--- config.mk ---
export PLATFORM = sky130hd
export DESIGN_NAME = cmdq_consumer
export DESIGN_NICKNAME = d
export VERILOG_FILES = /design/src/rtl/cmdq_pkg.sv /design/src/rtl/cmdq_opcode_decoder.sv /design/src/rtl/cmdq_beat_collector.sv /design/src/rtl/cmdq_ring_ptr.sv /design/src/rtl/cmdq_consumer.sv
export SDC_FILE = /design/constraint.sdc
export NUM_CORES = 1
export LEC_CHECK = 0
export CORE_MARGIN = 2
export CORE_UTILIZATION = 35
export DETAILED_ROUTE_END_ITERATION = 16
export GPL_TIMING_DRIVEN = 0
export HOLD_SLACK_MARGIN = 0.1
export PLACE_DENSITY_LB_ADDON = 0.2
export REMOVE_ABC_BUFFERS = 1
export SLEW_MARGIN = 20
export SYNTH_ARGS = -nofsm -noshare
export SYNTH_HDL_FRONTEND = slang
export SYNTH_SLANG_ARGS = --single-unit
--- constraint.sdc ---
create_clock -name clk -period 2.45 [get_ports clk]
set_input_delay 0.245 -clock clk [delete_from_list [all_inputs] [get_ports clk]]
set_output_delay 0.245 -clock clk [all_outputs]
set_load 0.02 [all_outputs]
--- src/rtl/cmdq_pkg.sv ---
`timescale 1ns/1ps
package cmdq_pkg;

  localparam int CQ_WORD_W      = 32;
  localparam int CQ_ENTRY_BEATS = 4;
  localparam int CQ_ENTRY_SHIFT = 4;   // 16-byte entries
  localparam int CQ_ERR_LSB     = 24;
  localparam int CQ_ERR_W       = 7;

  localparam logic [7:0] CQ_OP_SYNC = 8'h46;
  localparam int         CQ_SIG_BIT = 12;

  typedef enum logic [2:0] {
    ST_IDLE,
    ST_READ,
    ST_WAIT,
    ST_DECODE,
    ST_ADVANCE,
    ST_ERROR
  } cq_state_e;

  typedef enum logic [CQ_ERR_W-1:0] {
    CQ_ERR_NONE    = 7'd0,
    CQ_ERR_ILLEGAL = 7'd1,
    CQ_ERR_ABORT   = 7'd2
  } cq_err_e;

  // Opcodes that are recognised and retired with no side effect.
  function automatic logic cq_op_is_retire(input logic [7:0] op);
    logic r;
    case (op) inside
      [8'h01:8'h06], [8'h10:8'h13], 8'h18, 8'h1A,
      [8'h20:8'h23], 8'h28, 8'h2A, 8'h30,
      8'h40, 8'h41, 8'h44, 8'h45: r = 1'b1;
      default:                    r = 1'b0;
    endcase
    return r;
  endfunction

endpackage

--- src/rtl/cmdq_opcode_decoder.sv ---
`timescale 1ns/1ps
module cmdq_opcode_decoder
  import cmdq_pkg::*;
(
  input  logic [CQ_WORD_W-1:0] word0_i,
  output logic                 legal_o,
  output logic                 sync_sig_o
);

  logic [7:0] op;
  logic       is_sync;
  logic [CQ_WORD_W-1:0] unused_word0;

  assign op           = word0_i[7:0];
  assign is_sync      = (op == CQ_OP_SYNC);
  assign legal_o      = is_sync | cq_op_is_retire(op);
  assign sync_sig_o   = is_sync & word0_i[CQ_SIG_BIT];
  assign unused_word0 = word0_i;

endmodule

--- src/rtl/cmdq_beat_collector.sv ---
`timescale 1ns/1ps
module cmdq_beat_collector #(
  parameter int BEATS = 4,
  parameter int DW    = 32
) (
  input  logic          clk,
  input  logic          rst_n,
  input  logic          arm_i,
  input  logic          collect_i,
  input  logic          valid_i,
  input  logic [DW-1:0] data_i,
  input  logic          fault_i,
  output logic [DW-1:0] word0_o,
  output logic          done_o,
  output logic          fault_o
);

  localparam int CW = (BEATS > 1) ? $clog2(BEATS) : 1;
  localparam logic [CW-1:0] LAST = CW'(BEATS - 1);

  logic [CW-1:0] cnt_q, cnt_d;
  logic          cnt_en;
  logic [DW-1:0] word0_q;
  logic          take;
  logic          take_first;

  assign take       = collect_i & valid_i;
  assign take_first = take & (cnt_q == '0);
  assign done_o     = take & (cnt_q == LAST);
  assign fault_o    = done_o & fault_i;
  assign word0_o    = word0_q;

  assign cnt_en = arm_i | take;

  always_comb begin
    if (arm_i) cnt_d = '0;
    else       cnt_d = cnt_q + 1'b1;
  end

  always_ff @(posedge clk or negedge rst_n) begin
    if (!rst_n)      cnt_q <= '0;
    else if (cnt_en) cnt_q <= cnt_d;
  end

  always_ff @(posedge clk or negedge rst_n) begin
    if (!rst_n)          word0_q <= '0;
    else if (take_first) word0_q <= data_i;
  end

endmodule

--- src/rtl/cmdq_ring_ptr.sv ---
`timescale 1ns/1ps
module cmdq_ring_ptr
  import cmdq_pkg::*;
#(
  parameter int LOG2_SIZE = 4
) (
  input  logic                 clk,
  input  logic                 rst_n,
  input  logic [LOG2_SIZE:0]   prod_i,
  input  logic                 adv_i,
  input  logic                 err_we_i,
  input  logic [CQ_ERR_W-1:0]  err_code_i,
  output logic [31:0]          cons_o,
  output logic [LOG2_SIZE-1:0] idx_o,
  output logic                 empty_o
);

  localparam int PW = LOG2_SIZE + 1;

  logic [PW-1:0]       ptr_q, ptr_d;
  logic [CQ_ERR_W-1:0] err_q, err_d;

  assign ptr_d   = ptr_q + 1'b1;   // index and wrap flag roll together
  assign err_d   = err_code_i;
  assign idx_o   = ptr_q[LOG2_SIZE-1:0];
  assign empty_o = (ptr_q == prod_i);

  always_ff @(posedge clk or negedge rst_n) begin
    if (!rst_n)     ptr_q <= '0;
    else if (adv_i) ptr_q <= ptr_d;
  end

  always_ff @(posedge clk or negedge rst_n) begin
    if (!rst_n)        err_q <= '0;
    else if (err_we_i) err_q <= err_d;
  end

  always_comb begin
    cons_o = '0;
    cons_o[PW-1:0] = ptr_q;
    cons_o[CQ_ERR_LSB +: CQ_ERR_W] = err_q;
  end

endmodule

--- src/rtl/cmdq_consumer.sv ---
`timescale 1ns/1ps
module cmdq_consumer
  import cmdq_pkg::*;
#(
  parameter int LOG2_SIZE   = 4,
  parameter int ADDR_W      = 32,
  parameter int GERR_W      = 8,
  parameter int CMD_ERR_BIT = 0
) (
  input  logic                 clk,
  input  logic                 rst_n,
  input  logic                 q_enable,
  input  logic [ADDR_W-1:0]    base_addr,
  input  logic [LOG2_SIZE:0]   prod_ptr,
  output logic [31:0]          cons_ptr,
  output logic [GERR_W-1:0]    gerr_vec,
  input  logic [GERR_W-1:0]    gerr_ack,
  output logic                 rd_req,
  output logic [ADDR_W-1:0]    rd_addr,
  input  logic                 rd_rvalid,
  input  logic [CQ_WORD_W-1:0] rd_rdata,
  input  logic                 rd_rfault,
  output logic                 sync_irq,
  output logic                 gerr_irq
);

  cq_state_e state_q, state_d;
  cq_err_e   err_code_q, err_code_d;
  logic      gerr_q, gerr_d;
  logic      sync_irq_q, sync_irq_d;
  logic      gerr_irq_q, gerr_irq_d;

  logic                 arm, collect, adv, err_we;
  logic                 ring_empty;
  logic [LOG2_SIZE-1:0] cons_idx;
  logic [CQ_WORD_W-1:0] word0;
  logic                 beat_done, beat_fault;
  logic                 op_legal, op_sync_sig;
  logic                 cmd_err_pending;
  logic [GERR_W-1:0]    unused_ack;

  assign unused_ack      = gerr_ack;
  assign cmd_err_pending = gerr_q ^ gerr_ack[CMD_ERR_BIT];

  cmdq_ring_ptr #(.LOG2_SIZE(LOG2_SIZE)) u_ring (
    .clk        (clk),
    .rst_n      (rst_n),
    .prod_i     (prod_ptr),
    .adv_i      (adv),
    .err_we_i   (err_we),
    .err_code_i (err_code_q),
    .cons_o     (cons_ptr),
    .idx_o      (cons_idx),
    .empty_o    (ring_empty)
  );

  cmdq_beat_collector #(.BEATS(CQ_ENTRY_BEATS), .DW(CQ_WORD_W)) u_beats (
    .clk       (clk),
    .rst_n     (rst_n),
    .arm_i     (arm),
    .collect_i (collect),
    .valid_i   (rd_rvalid),
    .data_i    (rd_rdata),
    .fault_i   (rd_rfault),
    .word0_o   (word0),
    .done_o    (beat_done),
    .fault_o   (beat_fault)
  );

  cmdq_opcode_decoder u_dec (
    .word0_i    (word0),
    .legal_o    (op_legal),
    .sync_sig_o (op_sync_sig)
  );

  assign rd_addr = base_addr + (ADDR_W'(cons_idx) << CQ_ENTRY_SHIFT);

  // Next-state logic
  always_comb begin
    state_d    = state_q;
    err_code_d = err_code_q;
    gerr_d     = gerr_q;
    sync_irq_d = 1'b0;
    gerr_irq_d = 1'b0;
    rd_req     = 1'b0;
    arm        = 1'b0;
    collect    = 1'b0;
    adv        = 1'b0;
    err_we     = 1'b0;
    unique case (state_q)
      ST_IDLE: begin
        if (q_enable && !ring_empty && !cmd_err_pending) state_d = ST_READ;
      end
      ST_READ: begin
        rd_req  = 1'b1;
        arm     = 1'b1;
        state_d = ST_WAIT;
      end
      ST_WAIT: begin
        collect = 1'b1;
        if (beat_done) begin
          if (beat_fault) begin
            err_code_d = CQ_ERR_ABORT;
            state_d    = ST_ERROR;
          end else begin
            state_d = ST_DECODE;
          end
        end
      end
      ST_DECODE: begin
        if (op_legal) begin
          sync_irq_d = op_sync_sig;
          state_d    = ST_ADVANCE;
        end else begin
          err_code_d = CQ_ERR_ILLEGAL;
          state_d    = ST_ERROR;
        end
      end
      ST_ADVANCE: begin
        adv     = 1'b1;
        state_d = ST_IDLE;
      end
      ST_ERROR: begin
        err_we     = 1'b1;
        gerr_d     = ~gerr_q;
        gerr_irq_d = 1'b1;
        state_d    = ST_IDLE;
      end
      default: state_d = ST_IDLE;
    endcase
  end

  // State registers
  always_ff @(posedge clk or negedge rst_n) begin
    if (!rst_n) begin
      state_q    <= ST_IDLE;
      err_code_q <= CQ_ERR_NONE;
      gerr_q     <= 1'b0;
      sync_irq_q <= 1'b0;
      gerr_irq_q <= 1'b0;
    end else begin
      state_q    <= state_d;
      err_code_q <= err_code_d;
      gerr_q     <= gerr_d;
      sync_irq_q <= sync_irq_d;
      gerr_irq_q <= gerr_irq_d;
    end
  end

  always_comb begin
    gerr_vec = '0;
    gerr_vec[CMD_ERR_BIT] = gerr_q;
  end

  assign sync_irq = sync_irq_q;
  assign gerr_irq = gerr_irq_q;

endmodule

; Yosys cells after proc, flatten, opt, wreduce, memory -nomap -nowiden
; Cells that the tools add are included.
[op_classes]
n_addsub = 3
magnitude_cmp = 6
eq_ne = 21
n_mux = 17
bitwise_logic = 9
n_reduce_logical = 13
[op_table]
columns = cell, count
row1 = equality test 8 x 7 -> 1 bit (second input constant), 5
row2 = adder 32 x 8 -> 32 bit, 1
row3 = equality test 8 x 6 -> 1 bit (second input constant), 3
row4 = 2-to-1 mux 7 bit, 3
row5 = equality test 8 x 5 -> 1 bit (second input constant), 2
row6 = one-hot mux 7 bit (2 select lines), 1
row7 = one-hot mux 3 bit (4 select lines), 1
row8 = OR reduction 12 bit, 1
row9 = 2-to-1 mux 3 bit, 3
row10 = greater-or-equal comparator 8 x 1 -> 1 bit (second input constant), 1
row11 = greater-or-equal comparator 8 x 5 -> 1 bit (second input constant), 1
row12 = greater-or-equal comparator 8 x 6 -> 1 bit (second input constant), 1
row13 = <= comparator 8 x 3 -> 1 bit (second input constant), 1
row14 = <= comparator 8 x 5 -> 1 bit (second input constant), 1
row15 = <= comparator 8 x 6 -> 1 bit (second input constant), 1
row16 = 2-to-1 mux 1 bit, 8
row17 = equality test 3 x 2 -> 1 bit (second input constant), 2
row18 = equality test 3 bit (second input constant), 2
row19 = inequality test 2 bit (second input constant), 3
row20 = adder 5 x 1 -> 5 bit (second input constant), 1
row21 = bitwise AND 1 bit, 5
row22 = equality test 5 bit, 1
row23 = logical AND 1 bit, 5
row24 = AND reduction 4 bit, 1
row25 = 13 further kinds, 15
[word_totals]
register_bits = 40
in_bits = 82
out_inout_bits = 75

; Logic depth before layout (Yosys ltp)
; Gate-level depths: netlist of the first run.
[logic_depth]
depth_word = 8
depth_mapped = 8
depth_no_buf = 8

; Cells and area by module
; Synthesis of the first run repeated with hierarchy kept, for this count alone.
[unflattened]
cells_unflattened = 292
hier_area_um2 = 3404.5
[modules_own_cells]
columns = module, n_inst, cells_each, area_each_um2
row1 = cmdq_beat_collector, 1, 82, 1465.2
row2 = cmdq_consumer, 1, 134, 1106.1
row3 = cmdq_ring_ptr, 1, 61, 708.2
row4 = cmdq_opcode_decoder, 1, 15, 125.1

; Least setup slack after synthesis of the first run
; OpenSTA, ideal clock, no wires.
[synth_timing]
path_kind = register to output
startpoint = reg u_ring.ptr_q[0]
endpoint = out rd_addr[24]
arrival_ns = 2.172
t_required_ns = 2.205
slack_ns = 0.033
stages_incl_launch_ff = 9
n_path_buf = 0
path_cell_list = dfrtp_1 ha_1 inv_1 fa_1 nor2b_1 o21a_1 o21ai_1 nor3_1 xor2_1
[synth_via]
elab_chain_cells = 1
[synth_lines]
columns = element, line
row1 = from (decl), cmdq_ring_ptr.sv:20  ; logic [PW-1:0] ptr_q, ptr_d;
row2 = from (signal assigned), cmdq_ring_ptr.sv:30  ; else if (adv_i) ptr_q <= ptr_d;
row3 = adder 32 x 8 -> 32 bit, cmdq_consumer.sv:76  ; assign rd_addr = base_addr + (ADDR_W'(cons_idx) << CQ_ENTRY_SHIFT);
row4 = to (decl), cmdq_consumer.sv:19  ; output logic [ADDR_W-1:0] rd_addr,
; No other way between the ends.

; Worst setup path after layout of the first run
[layout_timing]
startpoint = reg u_ring.ptr_q[1]
endpoint = out rd_addr[31]
; Same word-level chain as after synthesis.

==> results of run 1 <==
per-layer routing:
metal	wire length, um	global-route usage, %
met4	116	4.471
met3	310	3.777
met5	0	0
met2	2779	25.59
met1	2174	17.69
what timing repair did:
item / CTS / global route
endpoints found under the hold margin: 26 / 0
pin swaps: 15 / 14
setup buffers: 13 / 4
setup endpoints to repair: 25 / 24
hold buffers: 1 / 0
resized for setup: 106 / 38
cells by family (layout without fill, tap and decap cells):
kind of cell	count (synthesis)	in the layout	synth area share, %
simple gates	78	78	21.11
flops	26	26	29.83
mux	10	10	5.164
fa+ha+maj	8	8	4.934
compound gates	27	27	8.663
other cells	1	32	0.1720
xor+xnor	37	37	14.86
buf+inv	51	120	15.26
cells in the mapped netlist (2+ instances only):
cell type	n
buf_4	37
dfrtp_1	26
xnor2_1	22
nor2_1	18
nand2_1	17
xor2_1	15
inv_1	10
mux2_2	10
nand3_1	9
ha_1	7
o21ai_0	6
a21oi_1	5
nand4_1	5
nor3_1	4
and3_1	3
and4_1	3
nor4b_1	3
a31oi_1	2
and3_2	2
clkbuf_1	2
nand2b_1	2
nand4_2	2
nor2b_1	2
o21a_1	2
tightest hold or removal path: cells and delay by family, from the launching register on:
family | cells | cell delay (ps)
flip-flops | 1 | 350
AO/OA/AOI/OAI | 1 | 60
AND/OR/NAND/NOR | 1 | 40
layout make-up:
| class | instances | share of cell area (%) |
|---|---|---|
| Multi-Input combinational cell | 192 | 45.20 |
| Timing Repair Buffer | 104 | 28.35 |
| Sequential cell | 26 | 20.35 |
| Tap cell | 75 | 2.913 |
| Clock buffer | 4 | 1.709 |
| Inverter | 12 | 1.476 |
report_power, final:
part / switching, mW / internal [mW] / total (mW)
combinational: 0.688 / 0.702 / 1.39
sequential: 0.188 / 0.604 / 0.792
clock: 0.133 / 0.144 / 0.276
total: 1.01 / 1.45 / 2.46
flip-flops by register name, summed over array words and instances, names as in the netlist:
name / flops
u_beats.word0_o: 9
u_ring.ptr_q: 5
state_q: 3
err_code_q: 2
u_beats.cnt_q: 2
u_ring.err_q: 2
gerr_irq: 1
gerr_q: 1
sync_irq: 1
metrics by stage:
step                setup slack (ps)  total power [mW]  std cells  setup TNS [ps]  cell area [um2]
floorplan                      32.81             1.548        230               0             2012
global placement              -609.5             2.015        391          -10960             2967
detailed placement            -626.9             2.036        391          -11230             2962
CTS                           -72.74             2.437        409          -219.1             3146
global route                  -166.7             2.652        413          -971.1             3222
finish                        -10.33             2.458        413          -12.42             3222
path summary, 6_finish.rpt:
path                            startpoint               end  slack, ps  cells after the start
max                        u_ring.ptr_q[1]       rd_addr[31]        -10                      8
min                        u_ring.err_q[1]   u_ring.err_q[1]        490                      2
max reg2reg                     state_q[0]        state_q[0]        820                      4
min reg2reg                u_ring.err_q[1]   u_ring.err_q[1]        490                      2
max in group asynchronous            rst_n   u_ring.ptr_q[2]       1550                      2
min in group asynchronous            rst_n  u_beats.cnt_q[0]        500                      2
==> summary.md, run 1 <==
The total congestion overflow after global routing is 0, and the final routed wire length divided by cell count is 13.03 um. The worst setup path is of the reg -> out kind. Leaving out fill and tap cells, the most frequent cell in the layout is clkdlybuf4s50_1. Across all layers, the routed design uses 1981 vias. All-layer global routing usage: 14.68%. Data arrives at the worst endpoint at 2220 ps.

Detailed placement finished with a half-perimeter wire length of 4020 um. The pin slew with the least headroom to its limit is 574.4 ps, and the leakage power is 1.413 nW. The final reports fail on setup timing.

The clock net sink count was 26; the wire length of the first global-routing pass was 8466 um. The area growth from synthesis to layout is 47.73%. The worst-case IR drop observed on VDD is 0.4201 mV. The ratio of cells with drive above 1 in the final layout was 28.40%. The library cells used most frequently in the layout, excluding fill and tap cells, are clkdlybuf4s50_1 (56), conb_1 (32), buf_4 (31).

The count of distinct cell types in the synthesized netlist is 48, and the clock network latency to the later pin of the worst-skew pair is 270 ps. Measured against its own limit, the worst slew margin works out to 61.71%. The path class of the tightest hold or removal check is reg -> reg.

Clock buffer count from CTS: 3. After the last flow step, the layout net total stands at 429. The tools report the clock root buffer as clkbuf_8.

The average instance in the mapped netlist occupies 9.163 um2. TritonCTS built the clock tree. The logs give 0.001456 mm2 for the multi-input logic area and 1 for the H-tree depth reported by CTS. The power per unit of standard cell area works out to 763.1 mW/mm2. The final worst setup slack is -10.33 ps. The count of pins on the block boundary was 157; the minimum clock period after layout was 2460 ps.

Counting along the longest clock path gives a buffer depth of 2. Number of global-route vias before repair: 1853. Across all hold checks on the routed design, the worst slack comes to 489.4 ps.

The run gives 0 as the number of antenna violations at the first check in global routing. The critical path goes through ha_4 > a211o_1 > a21oi_4 > nor4b_4 > buf_4 > nand4_1 > xnor2_1 > buf_4. Grouping stages by cell kind, the critical path spends the most delay in simple AND/OR/NAND/NOR gates. The async set or reset register ratio after synthesis came out at 100.0%. The area of the die was 0.006878 mm2. For the sequential area share after synthesis, the log shows 29.83%. Once detail routing completed, the nets flagged for antenna violations numbered 0. In this run the worst path has a maximum fanout of 5. The final cell utilization of the core is 54.10%, and the share of Yosys cell area claimed by the top area cell type is 29.83%.

The run gives 2.962 ps as the setup clock skew after layout. The count of state elements after synthesis is 26, and the data required time at the worst endpoint is 2200 ps. At the end of routability-driven placement, the weighted congestion stood at 0.7604. For the number of instances in the synthesized netlist, the log shows 238.

Using the TritonRoute via totals, the vias-per-cell ratio works out to 4.797. The most numerous cell on the critical path was buf_4. After clock tree synthesis, the clock-pin slew on the worst setup and hold paths is 90 ps.

The Yosys step of the flow raised 0 warnings. The routed design has 5381 um of wire. The tools report the sequential cell area as 655.6 um2. On the worst path, the slowest cell contributes a delay of 430 ps.

The launching element type of the critical path was a flop. The buffers plus inverters on the worst setup path is 2, and the number of buffers inserted by port buffering is 86. The cell area after synthesis is 0.002181 mm2. For this design, the slowest cell found on the critical path is dfrtp_2. The detailed router's first-iteration violation count came out at 63. In this run the vertical extent of the chip is 82.94 um. Element type at the critical path end: a primary output.

Ranked by total cell area, the synthesized netlist is headed by dfrtp_1 (30%), buf_4 (13%), xnor2_1 (8.8%). The largest total area in the synthesized netlist belongs to dfrtp_1. The number of maximum-capacitance constraint violations was 0; the maximum operating frequency was 406.5 MHz.

The initial utilization of the core area, before any placement, comes to 36.62%. 0 antenna diodes ended up in the layout. The logs give 0 for the number of max-slew violations in the final report and 0.005956 mm2 for the floorplan core area.

The filler cells instantiated in the layout total 572. The synthesized design contains 0 enable-type register cells. The first TritonRoute pass finished after 4 iterations.

Setup violations remaining at the end of the flow were counted as 2. After floorplanning, the core was divided into 28 placement rows. The run finished, with violations left.

Setup repair after global routing could not meet its margin everywhere. Entering global routing, the biggest net connects 27 pins. Count of unresolved DRC violations after routing: 0. For this run, the leading register cell type out of synthesis is dfrtp_1. The share of the cycle needed by the critical path after routing came out at 100.4%. The number of endpoints with negative hold slack in the final report came out at 0. The width of the die is 82.94 um.
Note: power is estimated with default switching activity, not from simulation.
==> run 2: changes to the inputs <==
--- a/config.mk
+++ b/config.mk
@@ -5,8 +5,9 @@
 export SDC_FILE = /design/constraint.sdc
 export NUM_CORES = 1
 export LEC_CHECK = 0
+export ABC_AREA = 1
 export CORE_MARGIN = 2
-export CORE_UTILIZATION = 35
+export CORE_UTILIZATION = 36
 export DETAILED_ROUTE_END_ITERATION = 16
 export GPL_TIMING_DRIVEN = 0
 export HOLD_SLACK_MARGIN = 0.1
==> run 2 against run 1 <==
The run still ends with setup timing left. Sequential power is 6.1% lower. Synthesized area rose by 8.7%. Sequential share of layout area fell by 1.6 points. Total power rose by 14%. Global-route usage rose by 2.3 points. Maximum frequency increased by 0.11%. Final cell count rose by 23%. Design area is 8.4% higher. Largest power group unchanged. Highest routed layer unchanged.
==> summary.md, run 2 <==
The sum of routed wire segments on met1 was 2557 um (was 2174 um). The most common cell after layout, fill and taps aside is nand2_1 (was clkdlybuf4s50_1). The highest cell delay on the worst timing path came out at 410 ps (was 430 ps). Clock root buffer: clkbuf_8 (unchanged). Leakage power: 1.702 nW (was 1.413 nW).

The run gives 1 (was 2) as the count of final setup violators. The standard-cell row count is 29 (was 28), and the part of the total power dissipated in the clock network is 12.8% (was 11.2%). Setup repair after global routing could not meet its margin everywhere. Power share of the combinational group: 60.7% (was 56.6%).

The number of maximum-capacitance constraint violations is 0 (unchanged), and the internal cell power is 1.608 mW (was 1.450 mW). The width of the die was 85.16 um (was 82.94 um). TritonCTS built the clock tree. The number of antenna violations at the first check in global routing was 0 (unchanged). The tools report the net switching power as 1.199 mW (was 1.009 mW). The clock net sink count is 26 (unchanged), and the clock network latency to the later pin of the worst-skew pair is 280 ps (was 270 ps). The tools report the end of the critical path as rd_addr[14] (was rd_addr[31]). The yosys synthesis warning count came out at 0 (unchanged). The run gives 90 (was 63) as the detailed router's first-iteration violation count.

For the total congestion overflow after global routing, the log shows 0 (unchanged). The most used standard cell by instance count after synthesis was nand2_1 (was buf_4). The count of distinct cell types in the synthesized netlist is 31 (was 48).

For the final wirelength, the log shows 6321 um (was 5381 um). Library cell occupying the most area in the post-synthesis netlist: dfrtp_1 (unchanged). The run gives 0 (unchanged) as the final antenna-violating net count. Top cell types by occurrence after synthesis: nand2_1 (74), buf_4 (37), nor2_1 (33) (was buf_4 (37), dfrtp_1 (26), xnor2_1 (22)). The run gives 17.01% (was 14.68%) as the all-layer global routing usage. Dominant synthesized flop cell: dfrtp_1 (unchanged). Failing checks: setup timing (unchanged). The pin slew with the least headroom to its limit is 564.4 ps (was 574.4 ps). The run gives 8.879 ps (was 2.962 ps) as the setup clock skew after layout. The critical setup path kind was reg -> out (unchanged). The maximum number of buffers from clock root to sink is 2 (unchanged), and the clock-pin slew of the registers on the worst-case setup and hold paths is 90 ps (about the same). The number of instances in the synthesized netlist was 324 (was 238); the count of unresolved DRC violations after routing was 0 (unchanged). The proportion of power drawn by flip-flops and latches was 26.5% (was 32.2%). The run gives 0.003157 mm2 (was 0.002962 mm2) as the standard cell area after detailed placement.

The highest signal layer in the routed design was met4 (unchanged). The sequential area share after synthesis is 27.44% (was 29.83%), and the final routed wire length divided by cell count is 12.47 um (was 13.03 um). The number of detailed-routing iterations run before antenna repair was 4 (unchanged); the minimum setup slack after placement was -705.1 ps (was -626.9 ps). The count of pins on the block boundary is 157 (unchanged), and the total negative slack for setup checks is -7.678 ps (was -12.42 ps). Cell-by-cell listing of the critical path: ha_4 > inv_2 > fa_2 > inv_2 > nand3_2 > nand2_4 > nand2_8 > nor3_4 > buf_4 > xor2_1 > buf_4 (was ha_4 > a211o_1 > a21oi_4 > nor4b_4 > buf_4 > nand4_1 > xnor2_1 > buf_4).

The tools report the element type at the critical path end as a primary output (unchanged). The relative max-transition margin is 62.38% (was 61.71%), and the critical path data arrival time is 2210 ps (was 2220 ps). The tools report the clock buffer count from CTS as 3 (unchanged). The ratio of cells with drive above 1 in the final layout was 21.63% (was 28.40%). Leading cell types in the layout, fill and taps excluded: nand2_1 (73), clkdlybuf4s50_1 (60), conb_1 (32) (was clkdlybuf4s50_1 (56), conb_1 (32), buf_4 (31)). The count of state elements after synthesis came out at 26 (unchanged). Multi-input logic area: 0.001564 mm2 (was 0.001456 mm2). The tools report the number of antenna repair diodes as 0 (unchanged). The type of the most critical hold path is reg -> reg (unchanged). The path depth of the worst reg2reg path is 5 (was 4). The async set or reset register ratio after synthesis was 100.0% (unchanged); the layout-stage area growth over the synthesis result was 47.34% (was 47.73%). The y dimension of the die is 85.16 um (was 82.94 um). The H-tree depth reported by CTS is 1 (unchanged), and the sequential cell area is 655.6 um2 (unchanged). The peak ir drop on the vdd network came out at 0.5356 mV (was 0.4201 mV). The run finished, with violations left.

Switching fraction of total power: 42.71% (was 41.03%). For the starting density of the core, the log shows 37.34% (was 36.62%). The logs give 0.8770 (was 0.7604) for the final estimated routing congestion in global placement and 0.002371 mm2 (was 0.002181 mm2) for the cell area after synthesis. The cell type of the slowest stage on the worst timing path is dfrtp_2 (unchanged). Share of Yosys cell area claimed by the top area cell type: 27.44% (was 29.83%). The tools report the via count as 2365 (was 1981). The floorplan core area is 0.006350 mm2 (was 0.005956 mm2). The tools report the critical path launch point as u_ring.ptr_q[0] (was u_ring.ptr_q[1]). Most area-consuming cells after synthesis: dfrtp_1 (27%), buf_4 (12%), nand2_1 (12%) (was dfrtp_1 (30%), buf_4 (13%), xnor2_1 (8.8%)). The area of the die was 0.007251 mm2 (was 0.006878 mm2); the wire length of the first global-routing pass was 10200 um (was 8466 um).

Number of buffers inserted by port buffering: 86 (unchanged). Minimum clock period after layout: 2458 ps (was 2460 ps). The maximum fanout along the worst path is 5 (unchanged). The logs give 1000 ps (was 820 ps) for the slack of the worst reg-to-reg path and 27 (unchanged) for the pin count of the biggest net entering global routing. The power per unit of standard cell area is 803.7 mW/mm2 (was 763.1 mW/mm2), and the number of endpoints with negative hold slack in the final report is 0 (unchanged).

The tools report the met3 wirelength from detailed routing as 497 um (was 310 um). The tools report the worst flop-to-flop path startpoint as state_q[2] (was state_q[0]). The post-route standard cell area excluding fillers was 0.003493 mm2 (was 0.003222 mm2). The routed wire length on met2 is 3211 um (was 2779 um), and the total power draw is 2.808 mW (was 2.458 mW).

The launching element type of the critical path was a flop (unchanged). The count of filler cells inserted in the layout came out at 587 (was 572). The share of the cycle needed by the critical path after routing is 100.3% (was 100.4%). The run gives 406.9 MHz (was 406.5 MHz) as the maximum operating frequency. The worst flop-to-flop path endpoint is u_beats.word0_o[12] (was state_q[0]). The number of flip-flops in the largest register was 9 (unchanged). The net count reported at finish is 521 (was 429). Via count normalized by instance count: 4.665 (was 4.797). Final worst setup slack: -7.678 ps (was -10.33 ps). The number of global-route vias before repair was 2269 (was 1853); the data required time at the worst endpoint was 2200 ps (about the same).

The number of enable flip-flop cells after synthesis was 0 (unchanged); the number of max-slew violations in the final report was 0 (unchanged). The half-perimeter wire length after detailed placement came out at 4755 um (was 4020 um). Average footprint of a synthesized cell: 7.318 um2 (was 9.163 um2).
run 2: per-stage QoR:
stage / hold slack, ps / utilization [%] / cells
after floorplan: -50.59 / - / 317
after global placement: 459.3 / 49.79 / 480
after detailed placement: 274.7 / 49.71 / 480
after CTS: 481.3 / 53.64 / 496
after global routing: 490.1 / 55.01 / 507
final: 477.7 / 55.01 / 507
run 2: critical path: cells and delay by family (launching register included):
| family | cells | cell delay [ps] |
|---|---|---|
| simple gates | 4 | 480 |
| flops | 1 | 410 |
| xor+xnor | 1 | 140 |
| fa+ha+maj | 2 | 490 |
| buf+inv | 4 | 410 |
run 2: layout make-up:
| cell class | instances | share of cell area [%] |
|---|---|---|
| inverter | 34 | 3.653 |
| sequential | 26 | 18.77 |
| multi-input combinational | 257 | 44.77 |
| clock buffer | 3 | 1.182 |
| clock inverter | 1 | 0.8596 |
| tap | 77 | 2.758 |
| timing repair buffer | 109 | 28.01 |
run 2: power groups by stage:
| stage | Sequential (mW) | Clock, mW | Combinational [mW] |
|---|---|---|---|
| 4_1_cts | 0.743 | 0.367 | 1.62 |
| 6_report | 0.744 | 0.358 | 1.70 |
| 2_1_floorplan | 0.793 | 0 | 0.853 |
| 5_1_grt | 0.774 | 0.388 | 1.88 |
| 3_3_place_gp | 0.776 | 0 | 1.41 |
| 3_5_place_dp | 0.777 | 0 | 1.44 |
run 2: worst min-delay path by stage:
stage | start | to | cells past startpoint
after detailed placement | rst_n | u_ring.ptr_q[4] | 1
after global routing | base_addr[0] | rd_addr[0] | 0
after global placement | err_code_q[0] | err_code_q[0] | 2
after floorplan | rst_n | err_code_q[0] | 0
after CTS | err_code_q[1] | err_code_q[1] | 2
final | err_code_q[1] | err_code_q[1] | 2
run 2: metal layers:
metal	track usage (%)	vias up
li1	-	1178
met1	20.25	1081
met2	31.46	99
met3	3.696	7
met4	3.175	0
met5	0	-
run 2: logic make-up (layout without fill, tap and decap cells):
group | after synthesis | after routing | synth area share [%]
and+or+nand+nor | 163 | 163 | 32.30
xor gates and xnor gates | 32 | 32 | 11.82
muxes | 5 | 5 | 2.691
adders and majority gates | 8 | 8 | 4.538
other | 1 | 32 | 0.1582
AOI/OAI and AO/OA | 17 | 17 | 3.747
DFF | 26 | 26 | 27.44
buffers and inverters | 72 | 147 | 17.31
run 2: what timing repair did:
item	4_1_cts	5_1_grt
resized for setup	100	14
endpoints found under the hold margin	26	0
setup endpoints to repair	25	12
setup buffers	11	11
hold buffers	1	0
pin swaps	5	7
==> run 3: changes to the inputs <==
--- a/config.mk
+++ b/config.mk
@@ -7,7 +7,7 @@
 export LEC_CHECK = 0
 export ABC_AREA = 1
 export CORE_MARGIN = 2
-export CORE_UTILIZATION = 36
+export CORE_UTILIZATION = 33
 export DETAILED_ROUTE_END_ITERATION = 16
 export GPL_TIMING_DRIVEN = 0
 export HOLD_SLACK_MARGIN = 0.1
==> constraint.sdc (replaced) <==
create_clock -name clk -period 2.1 [get_ports clk]
set_input_delay 0.21 -clock clk [delete_from_list [all_inputs] [get_ports clk]]
set_output_delay 0.21 -clock clk [all_outputs]
set_load 0.02 [all_outputs]
==> run 3 against run 2 <==
The flow still finishes with violations (setup timing). Non-clock buffer count grew 7. Register-to-register slack lost 360 ps. Total power grew 19%. Core utilization shrank 2.0 points. Routed wire length grew 6.5%. Final cell count grew 5.1%. Critical endpoint is now rd_addr[28]. Clock power shrank 8.9%.
==> summary.md, run 3 (synthesized netlist as in run 2, its figures left out) <==
The peak ir drop on the vdd network was 0.4680 mV (was 0.5356 mV); the setup clock skew after layout was 3.373 ps (was 8.879 ps). The run gives 0 (unchanged) as the total congestion overflow after global routing. The via count was 2365 (unchanged); the number of flip-flops in the largest register was 9 (unchanged).

The total negative slack for setup checks is -3240 ps (was -7.678 ps). For the area of the die, the log shows 0.007879 mm2 (was 0.007251 mm2). The sequential cell area is 655.6 um2 (unchanged), and the standard cell area after detailed placement is 0.003181 mm2 (was 0.003157 mm2).

TritonCTS built the clock tree. The logs give 30 (was 29) for the standard-cell row count and 0 (unchanged) for the count of unresolved DRC violations after routing. The logs give 0 (unchanged) for the number of antenna violations at the first check in global routing and 5085 um (was 4755 um) for the half-perimeter wire length after detailed placement. The final critical path takes up 114.6% of the cycle.

Setup repair after global routing could not meet its margin everywhere. The element type at the critical path end was a primary output (unchanged). The detailed router's first-iteration violation count is 49 (was 90). The pin count of the biggest net entering global routing was 27 (unchanged); the clock buffer count from CTS was 3 (unchanged). The pin slew with the least headroom to its limit works out to 587.8 ps (was 564.4 ps). The run gives 157 (unchanged) as the count of pins on the block boundary. Net count reported at finish: 528 (was 521).

For the final cell utilization of the core, the log shows 53.04% (was 55.01%). The via count normalized by instance count is 4.437 (was 4.665). The most common cell after layout, fill and taps aside is nand2_1 (unchanged). The run gives 1890 ps (was 2200 ps) as the data required time at the worst endpoint. For the all-layer global routing usage, the log shows 16.12% (was 17.01%). The tools report the final cell count without fillers as 533 (was 507). The number of antenna repair diodes is 0 (unchanged). The layout-stage area growth over the synthesis result works out to 53.67% (was 47.34%). Wire length of the first global-routing pass: 10070 um (was 10200 um).

Clock root buffer: clkbuf_8 (unchanged). The run gives 0.003643 mm2 (was 0.003493 mm2) as the post-route standard cell area excluding fillers. The number of maximum-capacitance constraint violations is 0 (unchanged), and the count of filler cells inserted in the layout is 687 (was 587). The logs give 34.52% (was 37.34%) for the starting density of the core and 2200 ps (was 2210 ps) for the critical path data arrival time.

Type of the most critical hold path: in -> out (was reg -> reg). The run gives 415.4 MHz as the maximum operating frequency. The y dimension of the die was 88.77 um (was 85.16 um). The logs give 0 (unchanged) for the final antenna-violating net count and 0.006869 mm2 (was 0.006350 mm2) for the floorplan core area.

The final worst setup slack came out at -307.1 ps (was -7.678 ps). The launching element type of the critical path was a flop (unchanged). Clock net sink count: 26 (unchanged). The maximum fanout along the worst path was 5 (unchanged).

The run gives 60.81% (was 62.38%) as the relative max-transition margin. The ratio of cells with drive above 1 in the final layout works out to 27.00% (was 21.63%). The worst path in the final design needs a cycle of 2407 ps, including I/O delays and setup.

The final estimated routing congestion in global placement came out at 0.8580 (was 0.8770). The run finished, with violations left. The final routed wire length divided by cell count was 12.63 um (was 12.47 um).

The run gives 499 (was 480) as the total placed cells including tap cells. The number of global-route vias before repair was 2247 (was 2269). The number of endpoints with negative hold slack in the final report was 0 (unchanged); the width of the die was 88.77 um (was 85.16 um). The run gives 4 (unchanged) as the number of detailed-routing iterations run before antenna repair. Failing checks: setup timing (unchanged). Critical setup path kind: reg -> out (unchanged). The power per unit of standard cell area came out at 918.5 mW/mm2 (was 803.7 mW/mm2). Leading cell types in the layout, fill and taps excluded: nand2_1 (68), clkdlybuf4s50_1 (54), buf_4 (40) (was nand2_1 (73), clkdlybuf4s50_1 (60), conb_1 (32)). The count of final setup violators is 21 (was 1). The run gives 420.2 ps (was 477.7 ps) as the final-layout worst hold slack.

The run gives 1.770 nW (was 1.702 nW) as the leakage power. The clock-pin slew of the registers on the worst-case setup and hold paths was 90 ps (about the same). The number of buffers inserted by port buffering is 86 (unchanged), and the maximum number of buffers from clock root to sink is 2 (unchanged). Final wirelength: 6731 um (was 6321 um).

The tools report the clock network latency to the later pin of the worst-skew pair as 270 ps (was 280 ps). The run gives 0.001632 mm2 (was 0.001564 mm2) as the multi-input logic area. Number of max-slew violations in the final report: 0 (unchanged). The H-tree depth reported by CTS was 1 (unchanged).
run 3: worst paths after layout:
kind	startpoint	end	slack (ps)	cells past startpoint
max reg2reg	state_q[0]	u_beats.word0_o[1]	640	5
max	u_ring.ptr_q[0]	rd_addr[28]	-310	12
min in group asynchronous	rst_n	u_ring.ptr_q[4]	470	2
min reg2reg	u_ring.err_q[0]	u_ring.err_q[0]	480	2
min	base_addr[2]	rd_addr[2]	420	0
max in group asynchronous	rst_n	u_ring.ptr_q[3]	1210	2
run 3: worst max-delay path, cell delays in order, from the launching register on:
cell and delay, ps:
dfrtp_2 400, ha_4 140, inv_2 40, fa_2 340, inv_2 90, nand3_4 70
nand2_4 110, nand2_8 70, buf_6 120, nor2_4 120, nand2_2 80, xnor2_1 180
buf_4 160
run 3: power breakdown:
part           total [mW]  leakage (nW)  switching, mW  internal (mW)
Clock               0.326        0.0288          0.159          0.168
Combinational        2.14          1.42           1.14           1.01
Sequential          0.875         0.320          0.177          0.698
run 3: timing repair:
action	in CTS	in global routing
hold buffers	1	0
cloned	0	0
endpoints found under the hold margin	26	0
buffers inserted	24	5
pin swaps	19	16
gates resized for setup	153	34
setup endpoints to repair	27	25
run 3: area by class of cell:
type / count / share of cell area (%)
clock buffers: 4 / 1.511
inverters: 34 / 3.503
multi-input cells: 257 / 44.78
flip-flops and latches: 26 / 17.99
well taps: 96 / 3.297
repair buffers: 116 / 28.91
run 3: per-layer routing:
layer / global-route usage (%) / vias up / wire length, um
met5: 0 / - / 0
met4: 3.857 / 0 / 139
met3: 2.425 / 11 / 444
met2: 29.72 / 81 / 3469
met1: 19.58 / 1085 / 2678
li1: - / 1188 / -
run 3: stage by stage:
step	worst slack, ps	power, mW
6_report	-307.1	3.347
5_1_grt	-386.0	3.619
4_1_cts	-348.8	3.226
3_5_place_dp	-965.3	2.593
3_3_place_gp	-956.3	2.560
2_1_floorplan	-265.0	1.921
